--- config.mk ---
export PLATFORM = sky130hd
export DESIGN_NAME = wpat_gen
export DESIGN_NICKNAME = d
export VERILOG_FILES = /design/src/rtl/wpat_pkg.sv /design/src/rtl/wpat_lfsr.sv /design/src/rtl/wpat_bank.sv /design/src/rtl/wpat_shaper.sv /design/src/rtl/wpat_ctrl.sv /design/src/rtl/wpat_gen.sv
export SDC_FILE = /design/constraint.sdc
export NUM_CORES = 1
export LEC_CHECK = 0
export ABC_AREA = 1
export BUFFER_PORTS_ARGS = -buffer_cell sky130_fd_sc_hd__clkbuf_2
export CAP_MARGIN = 10
export CORE_MARGIN = 2
export CORE_UTILIZATION = 60
export CTS_BUF_LIST = sky130_fd_sc_hd__clkbuf_8 sky130_fd_sc_hd__clkbuf_16
export DETAILED_ROUTE_END_ITERATION = 10
export GPL_ROUTABILITY_DRIVEN = 0
export PLACE_DENSITY = 0.77
export SYNTH_ARGS = -nofsm -noshare
export SYNTH_HDL_FRONTEND = slang
export SYNTH_HIERARCHICAL = 1
export SYNTH_SLANG_ARGS = --single-unit
--- constraint.sdc ---
create_clock -name clk -period 1.7 [get_ports clk]
set_input_delay 0.17 -clock clk [delete_from_list [all_inputs] [get_ports clk]]
set_output_delay 0.17 -clock clk [all_outputs]
set_load 0.005 [all_outputs]
--- src/rtl/wpat_pkg.sv ---
package wpat_pkg;

    typedef enum logic [1:0] {
        ST_IDLE = 2'd0,
        ST_LOAD = 2'd1,
        ST_RUN  = 2'd2
    } wpat_state_e;

    typedef struct packed {
        logic       inv;
        logic [1:0] code;
    } wpat_weight_t;

    localparam int SRC_PER_BIT = 4;

endpackage

--- src/rtl/wpat_lfsr.sv ---
module wpat_lfsr #(
    parameter int          WIDTH = 32,
    parameter logic [WIDTH-1:0] SEED = 32'hACE1_5EED,
    parameter logic [WIDTH-1:0] MASK = 32'h8020_0003
) (
    input  logic             clk,
    input  logic             rst_n,
    input  logic             adv,
    output logic [WIDTH-1:0] state
);

    logic [WIDTH-1:0] state_q;
    logic [WIDTH-1:0] state_d;

    always_comb begin
        state_d = {1'b0, state_q[WIDTH-1:1]} ^ (state_q[0] ? MASK : '0);
    end

    always_ff @(posedge clk or negedge rst_n) begin
        if (!rst_n)   state_q <= SEED;
        else if (adv) state_q <= state_d;
    end

    assign state = state_q;

    assert_state_nonzero_R1: assert property (@(posedge clk) disable iff (!rst_n)
        state_q != '0);

    assert_hold_when_stopped_R8: assert property (@(posedge clk) disable iff (!rst_n)
        !adv |=> $stable(state_q));

endmodule

--- src/rtl/wpat_bank.sv ---
module wpat_bank
    import wpat_pkg::*;
#(
    parameter int OUT_W    = 8,
    parameter int NUM_SETS = 3,
    parameter int SEL_W    = 2,
    parameter int BIT_W    = 3
) (
    input  logic                          clk,
    input  logic                          rst_n,
    input  logic                          cfg_we,
    input  logic [SEL_W-1:0]              cfg_set,
    input  logic [BIT_W-1:0]              cfg_bit,
    input  wpat_weight_t                  cfg_wt,
    input  logic                          load,
    input  logic [SEL_W-1:0]              load_set,
    output wpat_weight_t [OUT_W-1:0]      active
);

    localparam logic [SEL_W-1:0] LAST_SET = SEL_W'(NUM_SETS - 1);

    wpat_weight_t             bank_q [NUM_SETS][OUT_W];
    wpat_weight_t [OUT_W-1:0] active_q;
    logic [SEL_W-1:0]         rd_idx;

    always_comb begin
        rd_idx = (int'(load_set) < NUM_SETS) ? load_set : LAST_SET;
    end

    always_ff @(posedge clk or negedge rst_n) begin
        if (!rst_n) begin
            for (int s = 0; s < NUM_SETS; s++)
                for (int b = 0; b < OUT_W; b++)
                    bank_q[s][b] <= '0;
        end else if (cfg_we) begin
            for (int s = 0; s < NUM_SETS; s++)
                for (int b = 0; b < OUT_W; b++)
                    if (cfg_set == SEL_W'(s) && cfg_bit == BIT_W'(b))
                        bank_q[s][b] <= cfg_wt;
        end
    end

    always_ff @(posedge clk or negedge rst_n) begin
        if (!rst_n) begin
            active_q <= '0;
        end else if (load) begin
            for (int b = 0; b < OUT_W; b++)
                active_q[b] <= bank_q[rd_idx][b];
        end
    end

    assign active = active_q;

    assert_active_stable_R9: assert property (@(posedge clk) disable iff (!rst_n)
        !load |=> $stable(active_q));

endmodule

--- src/rtl/wpat_shaper.sv ---
module wpat_shaper
    import wpat_pkg::*;
#(
    parameter int OUT_W  = 8,
    parameter int SRC_W  = 32
) (
    input  logic [SRC_W-1:0]           src,
    input  wpat_weight_t [OUT_W-1:0]   wts,
    output logic [OUT_W-1:0]           y
);

    for (genvar i = 0; i < OUT_W; i++) begin : g_bit
        localparam int BASE = i * SRC_PER_BIT;
        logic [SRC_PER_BIT-1:0] nib;
        logic                   anded;

        assign nib = src[BASE +: SRC_PER_BIT];

        always_comb begin
            unique case (wts[i].code)
                2'd0:    anded = nib[0];
                2'd1:    anded = &nib[1:0];
                2'd2:    anded = &nib[2:0];
                default: anded = &nib[3:0];
            endcase
            y[i] = anded ^ wts[i].inv;
        end
    end

endmodule

--- src/rtl/wpat_ctrl.sv ---
module wpat_ctrl
    import wpat_pkg::*;
#(
    parameter int SEL_W = 2
) (
    input  logic             clk,
    input  logic             rst_n,
    input  logic             en,
    input  logic [SEL_W-1:0] set_sel,
    output logic             load,
    output logic             run,
    output logic [SEL_W-1:0] load_set
);

    wpat_state_e      state_q;
    wpat_state_e      state_d;
    logic [SEL_W-1:0] cur_set_q;

    always_ff @(posedge clk or negedge rst_n) begin
        if (!rst_n) begin
            state_q   <= ST_IDLE;
            cur_set_q <= '0;
        end else begin
            state_q <= state_d;
            if (state_q == ST_LOAD) cur_set_q <= set_sel;
        end
    end

    always_comb begin
        state_d = state_q;
        unique case (state_q)
            ST_IDLE: if (en) state_d = ST_LOAD;
            ST_LOAD: state_d = ST_RUN;
            ST_RUN: begin
                if (!en)                         state_d = ST_IDLE;
                else if (set_sel != cur_set_q)   state_d = ST_LOAD;
            end
            default: state_d = ST_IDLE;
        endcase
    end

    always_comb begin
        load     = (state_q == ST_LOAD);
        run      = (state_q == ST_RUN);
        load_set = set_sel;
    end

    assert_load_to_run_R7: assert property (@(posedge clk) disable iff (!rst_n)
        (state_q == ST_LOAD) |=> (state_q == ST_RUN));

    assert_halt_to_idle_R7: assert property (@(posedge clk) disable iff (!rst_n)
        (state_q == ST_RUN && !en) |=> (state_q == ST_IDLE));

endmodule

--- src/rtl/wpat_gen.sv ---
module wpat_gen
    import wpat_pkg::*;
#(
    parameter int OUT_W    = 8,
    parameter int NUM_SETS = 3,
    parameter int LFSR_W   = 32,
    parameter logic [LFSR_W-1:0] SEED = 32'hACE1_5EED,
    parameter logic [LFSR_W-1:0] MASK = 32'h8020_0003,
    localparam int SEL_W = (NUM_SETS > 1) ? $clog2(NUM_SETS) : 1,
    localparam int BIT_W = (OUT_W > 1) ? $clog2(OUT_W) : 1
) (
    input  logic             clk,
    input  logic             rst_n,
    input  logic             en,
    input  logic [SEL_W-1:0] set_sel,
    input  logic             cfg_we,
    input  logic [SEL_W-1:0] cfg_set,
    input  logic [BIT_W-1:0] cfg_bit,
    input  logic [1:0]       cfg_code,
    input  logic             cfg_inv,
    output logic [OUT_W-1:0] pattern,
    output logic             pattern_valid
);

    logic                     load;
    logic                     run;
    logic [SEL_W-1:0]         load_set;
    logic [LFSR_W-1:0]        rnd;
    wpat_weight_t             cfg_wt;
    wpat_weight_t [OUT_W-1:0] active;
    logic [OUT_W-1:0]         shaped;

    assign cfg_wt = '{inv: cfg_inv, code: cfg_code};

    wpat_ctrl #(.SEL_W(SEL_W)) u_ctrl (
        .clk      (clk),
        .rst_n    (rst_n),
        .en       (en),
        .set_sel  (set_sel),
        .load     (load),
        .run      (run),
        .load_set (load_set)
    );

    wpat_bank #(
        .OUT_W    (OUT_W),
        .NUM_SETS (NUM_SETS),
        .SEL_W    (SEL_W),
        .BIT_W    (BIT_W)
    ) u_bank (
        .clk      (clk),
        .rst_n    (rst_n),
        .cfg_we   (cfg_we),
        .cfg_set  (cfg_set),
        .cfg_bit  (cfg_bit),
        .cfg_wt   (cfg_wt),
        .load     (load),
        .load_set (load_set),
        .active   (active)
    );

    wpat_lfsr #(
        .WIDTH (LFSR_W),
        .SEED  (SEED),
        .MASK  (MASK)
    ) u_lfsr (
        .clk   (clk),
        .rst_n (rst_n),
        .adv   (run),
        .state (rnd)
    );

    wpat_shaper #(
        .OUT_W (OUT_W),
        .SRC_W (LFSR_W)
    ) u_shaper (
        .src (rnd),
        .wts (active),
        .y   (shaped)
    );

    always_ff @(posedge clk or negedge rst_n) begin
        if (!rst_n) begin
            pattern       <= '0;
            pattern_valid <= 1'b0;
        end else if (run) begin
            pattern       <= shaped;
            pattern_valid <= 1'b1;
        end else begin
            pattern       <= '0;
            pattern_valid <= 1'b0;
        end
    end

    assert_valid_follows_run_R7: assert property (@(posedge clk) disable iff (!rst_n)
        (run && !load) |=> pattern_valid);

endmodule

# Yosys cells after proc, flatten, opt, wreduce, memory -nomap -nowiden
# Cells that the tools add are included.
op_classes:
  mux: 19
  n_lt_le_gt_ge: 2
  n_eq_ne: 30
  n_reduce_logical: 84
  n_bitwise: 10
op_table:
  columns: ["operator", "n"]
  rows:
  - ["$reduce_and 2->1", 33]
  - ["$bmux 24 s2", 1]
  - ["$mux 24", 2]
  - ["$mux 32", 1]
  - ["$reduce_and 4->1", 8]
  - ["$xor 31x32->32", 1]
  - ["$logic_and 1x1->1", 24]
  - ["$pmux 1 s3", 8]
  - ["$reduce_and 3->1", 8]
  - ["$eq 2x1->1 const B", 10]
  - ["$eq 2x2->1 const B", 10]
  - ["$logic_not 2->1", 10]
  - ["$eq 3x3->1 const B", 4]
  - ["$mux 2", 4]
  - ["$mux 8", 1]
  - ["$xor 1x1->1", 8]
  - ["$eq 3x2->1 const B", 2]
  - ["$pmux 2 s3", 1]
  - ["$eq 3x1->1 const B", 1]
  - ["$ge 3x3->1 const B", 1]
  - ["$logic_not 3->1", 1]
  - ["$ne 3x2->1 const B", 1]
  - ["$not 2->3", 1]
  - ["$lt 2x2->1 const B", 1]
  - ["other kinds (3)", 3]
totals:
  wordCells: 214
  regBits: 141

# Depth between registers and ports, before layout
depth:
  depth_word: 6
  ltp_mapped: 10
  depth_no_buf: 9

# Hierarchy
# The synthesis kept the hierarchy.
modules_own_cells:
  columns: ["mod", "seq_area_each_um2", "n_inst", "area_per_inst_um2", "cells_per_inst"]
  rows:
  - ["wpat_bank", 2402.3, 1, 4410.5, 608]
  - ["wpat_lfsr", 824.5, 1, 1490.2, 170]
  - ["wpat_shaper", 0.0, 1, 410.4, 96]
  - ["wpat_gen", 225.2, 1, 290.3, 26]
  - ["wpat_ctrl", 100.1, 1, 216.5, 28]

# Worst setup path after synthesis
# Ideal clock, no wire load.
synth_path:
  path_kind: "reg2reg"
  start: "reg u_ctrl.state_q[0]"
  end: "reg u_bank.active_q (netlist bit u_bank/active[0])"
  period_less_slack_ns: 1.244
  arrival_time_ns: 1.179
  path_slack_ns: 0.456
  stages_incl_launch_ff: 8
  path_cell_list: "dfrtp_1 nand2_2 inv_1 inv_1 buf_2 clkbuf_1 nand2_1 nand2_1"
synth_between:
  elab_chain_len: 1
synth_rtl:
  columns: ["element", "line_no", "source"]
  rows:
  - ["from (decl)", "wpat_ctrl.sv:15", "wpat_state_e state_q;"]
  - ["from (signal assigned)", "wpat_ctrl.sv:24", "state_q <= state_d;"]
  - ["$eq 2x1->1", "wpat_ctrl.sv:43", "load = (state_q == ST_LOAD);"]
  - ["named net load", "wpat_gen.sv:25", "logic load;"]
  - ["to (signal, indexed assignment)", "wpat_bank.sv:48", "active_q[b] <= bank_q[rd_idx][b];"]
  - ["to (decl)", "wpat_bank.sv:23", "wpat_weight_t [OUT_W-1:0] active_q;"]
# The timed path passes the listed nets, and every way through them passes these cells.
# A chain may end at the register's enable or synchronous reset.

# Final worst setup path
# Ends and elaborated chain as after synthesis.

==> results.py <==
metrics = {
    "cts": {
        "tritoncts": "done",
        "clockRootBuffer": "clkbuf_16",
        "cts-buffers-inserted": 17,
        "clock_latency_ns": 0.42,
        "cts_buffer_depth": 2,
        "cts_setup_buffers": 0,
        "clock_sinks": 141,
        "cts_max_level": 4,
        "clk_pin_slew_ns": 0.06,
    },
    "global_route": {
        "grt.met2_usage_pct": 38.8,
        "grt_pass1_vias": 5129,
        "grt_usage_pct": 25.0,
        "gr-usage-met3_pct": 6.64,
        "grt_pass1_wl_um": 24600,
        "grt-busiest-layer": "met2",
        "grt_max_degree": 51,
        "grt_overflow_total": 0,
        "grt_util_met1_pct": 35.1,
        "antenna_found_initial": 0,
    },
    "yosys": {
        "yosysWarningCount": 6,
        "yosysSeqAreaShare_pct": 52.1,
        "synth_cell_types": 18,
        "netlist_area_um2": 6820,
        "yosys_register_bits": 141,
        "avgSynthCellArea_um2": 7.35,
        "syn_inst": 928,
        "syn_nets": 942,
    },
    "floorplanning": {
        "die_w_um": 111,
        "fp-row-count": 38,
        "initial_utilization_pct": 62.1,
        "die_h_um": 111,
        "ios": 23,
        "core_area_um2": 11000,
        "dieArea_um2": 12200,
    },
    "worst_setup_path": {
        "cp.arrival_ns": 1.66,
        "rrSetupSlack_ns": 0.35,
        "crit_type": "reg -> reg",
        "slowest_delay_ns": 0.41,
        "start_kind": "flop",
        "critical_path.slowest_cell": "dfrtp_1",
        "reg2regPathDepth": 7,
        "crit_chain": "nand2_2, inv_1, inv_1, buf_4, nor2_1, nand2_1, nand2_1",
        "cp-end-kind": "flop",
        "rr_endpoint": "u_bank/active[0]$_DFFE_PN0P_",
        "critPathMaxFanout": 34,
        "timing.rr.start": "u_ctrl/state_q[0]$_DFFE_PN0P_",
        "crit_required_ns": 2.01,
    },
    "place": {
        "io_buffers": 22,
        "placed_area_um2": 6840,
        "dp_hpwl_um": 9110,
    },
    "sta": {
        "min_period_ns": 1.35,
        "fin_crit_sh_pct": 79.3,
        "fmaxAchievable_mhz": 742,
        "tightest_slew_ns": 0.818,
        "final.setup_skew_ns": 0.00738,
        "relSlewSlack_pct": 45.4,
        "hold_viol": 0,
        "tns_ns": 0,
        "rsz0062_at_grt": "false",
        "setup_viol": 0,
        "maxSlewViolCount": 0,
    },
    "min_path": {
        "hp-start": "set_sel[1]",
        "hold-path-endpoint": "u_ctrl/cur_set_q[1]$_DFFE_PN0P_",
        "hold_depth": 3,
        "hold_path_class": "in -> reg",
    },
    "route": {
        "routed_via_density": 5.04,
        "drt_iter0_markers": 485,
        "wl_um": 14200,
        "drt-wirelength-per-cell_um": 13.3,
        "ant_nets": 0,
        "drc_errors": 0,
        "vias": 5398,
        "drtPass1Iterations": 5,
    },
    "layout": {
        "seq_area_um2": 3550,
        "antenna_cells": 0,
        "fin_area_um2": 7480,
        "drive_above_1_share_pct": 11.2,
        "syn2layout_area_growth_pct": 9.74,
        "fillCellCount": 907,
        "layout.nets": 933,
        "multiInputGateArea_um2": 2680,
    },
    "pwr": {
        "p_switching_mw": 2.40,
        "power_frac_comb_pct": 12.2,
        "clock_power_share_pct": 42.6,
        "p_seq_share_pct": 45.2,
        "p_sw_share_pct": 26.0,
        "power.density_nw_per_um2": 1230,
        "intPower_mw": 6.82,
        "ir_worst_vdd_uv": 1130,
        "leakage_nw": 3.96,
        "finalPower_mw": 9.22,
    },
    "flow_run": {
        "maxCapViolations": 0,
    },
    "outcome": {
        "status": "finished clean",
    },
}
-- cell usage in the layout (no fill, tap or decap) --
cell             n
inv_2            7
a21oi_2          8
a21oi_1          1
o21ai_0          7
nand2_2          1
inv_1           49
clkbuf_16       17
clkbuf_2        21
clkinv_2         1
buf_4            8
buf_6            1
nor2_2           8
clkbuf_8         4
bufinv_16        4
dfstp_2         19
nand3_1         58
dlygate4sd3_1    2
dfrtp_1        122
clkinvlp_4       1
nand2_1        514
buf_12           3
nand3_2          1
nor2_1          72
xnor2_1          1
-- power groups by stage --
stage	sequential (mW)	combinational (mW)	clock, mW
after global routing	4.23	1.31	4.14
final	4.17	1.12	3.93
after global placement	4.20	1.09	0
after CTS	4.16	1.13	3.97
after detailed placement	4.21	1.12	0
after floorplan	4.11	0.834	0
-- worst max-delay path by stage --
| stage | from | to | cells past startpoint |
|---|---|---|---|
| global route | u_ctrl/state_q[1]$_DFFE_PN0P_ | u_bank/active[0]$_DFFE_PN0P_ | 8 |
| floorplan | u_ctrl/state_q[0]$_DFFE_PN0P_ | u_bank/active[0]$_DFFE_PN0P_ | 7 |
| finish | u_ctrl/state_q[0]$_DFFE_PN0P_ | u_bank/active[0]$_DFFE_PN0P_ | 7 |
| detailed placement | u_ctrl/state_q[1]$_DFFE_PN0P_ | u_bank/active[14]$_DFFE_PN0P_ | 8 |
| CTS | u_ctrl/state_q[1]$_DFFE_PN0P_ | u_bank/active[0]$_DFFE_PN0P_ | 8 |
| global placement | u_ctrl/state_q[0]$_DFFE_PN0P_ | u_bank/active[12]$_DFFE_PN0P_ | 7 |
-- critical path, delay by kind of cell, from the launching register on --
family                 cells  cell delay, ns
buffers and inverters      3            0.46
and+or+nand+nor            4            0.37
DFF                        1            0.41
-- repair_timing --
item	in CTS	in global routing
endpoints found under the hold margin	29	0
resized for setup	0	0
hold buffers	2	0
-- cells in the mapped netlist (all sizes together) --
library cell  count  area [um^2]
inv              53          199
xnor2             1         8.76
buf              49          342
dfstp            19          499
clkbuf           14         52.6
nor2             80          318
o21ai             7         35.0
nand3            59          300
nand2           515         1940
a21oi             9         75.1
dfrtp           122         3050
-- per-layer routing --
metal | up-vias | share of wire (%)
met5 | - | 0
met4 | 0 | 1.1
met3 | 18 | 5.0
met2 | 143 | 47
met1 | 2476 | 47
li1 | 2761 | -
-- layout make-up --
type	count	area share, %
multi-input combinational	671	35.8
timing repair buffer	35	3.43
inverter	53	2.66
tap	140	2.34
sequential	141	47.5
clock buffer	21	6.42
clock inverter	9	1.92
-- state kept, by name, summed over array words and instances (netlist names) --
signal            cells
pattern               8
pattern_valid         1
u_bank/active        24
u_bank/bank_q        72
u_ctrl/cur_set_q      2
u_ctrl/state_q        2
u_lfsr/state         32
-- kinds of logic after synthesis --
logic type	after synthesis	synth area share, %
DFF	141	52.1
AOI/OAI and AO/OA	16	1.61
buffers and inverters	116	8.70
xor gates and xnor gates	1	0.128
and+or+nand+nor	654	37.5
-- stage by stage --
| step | hold slack (ns) | utilization, % | setup WS (ns) | instances |
|---|---|---|---|---|
| after floorplan | -0.126 | - | 0.456 | 928 |
| after global placement | 0.145 | 62.3 | 0.459 | 1038 |
| after detailed placement | 0.143 | 62.3 | 0.382 | 1038 |
| after CTS | 0.0341 | 68.1 | 0.336 | 1070 |
| after global routing | 0.0567 | 68.1 | 0.172 | 1070 |
| final | 0.0328 | 68.1 | 0.352 | 1070 |
No activity file was read; power rests on OpenSTA's default activity.
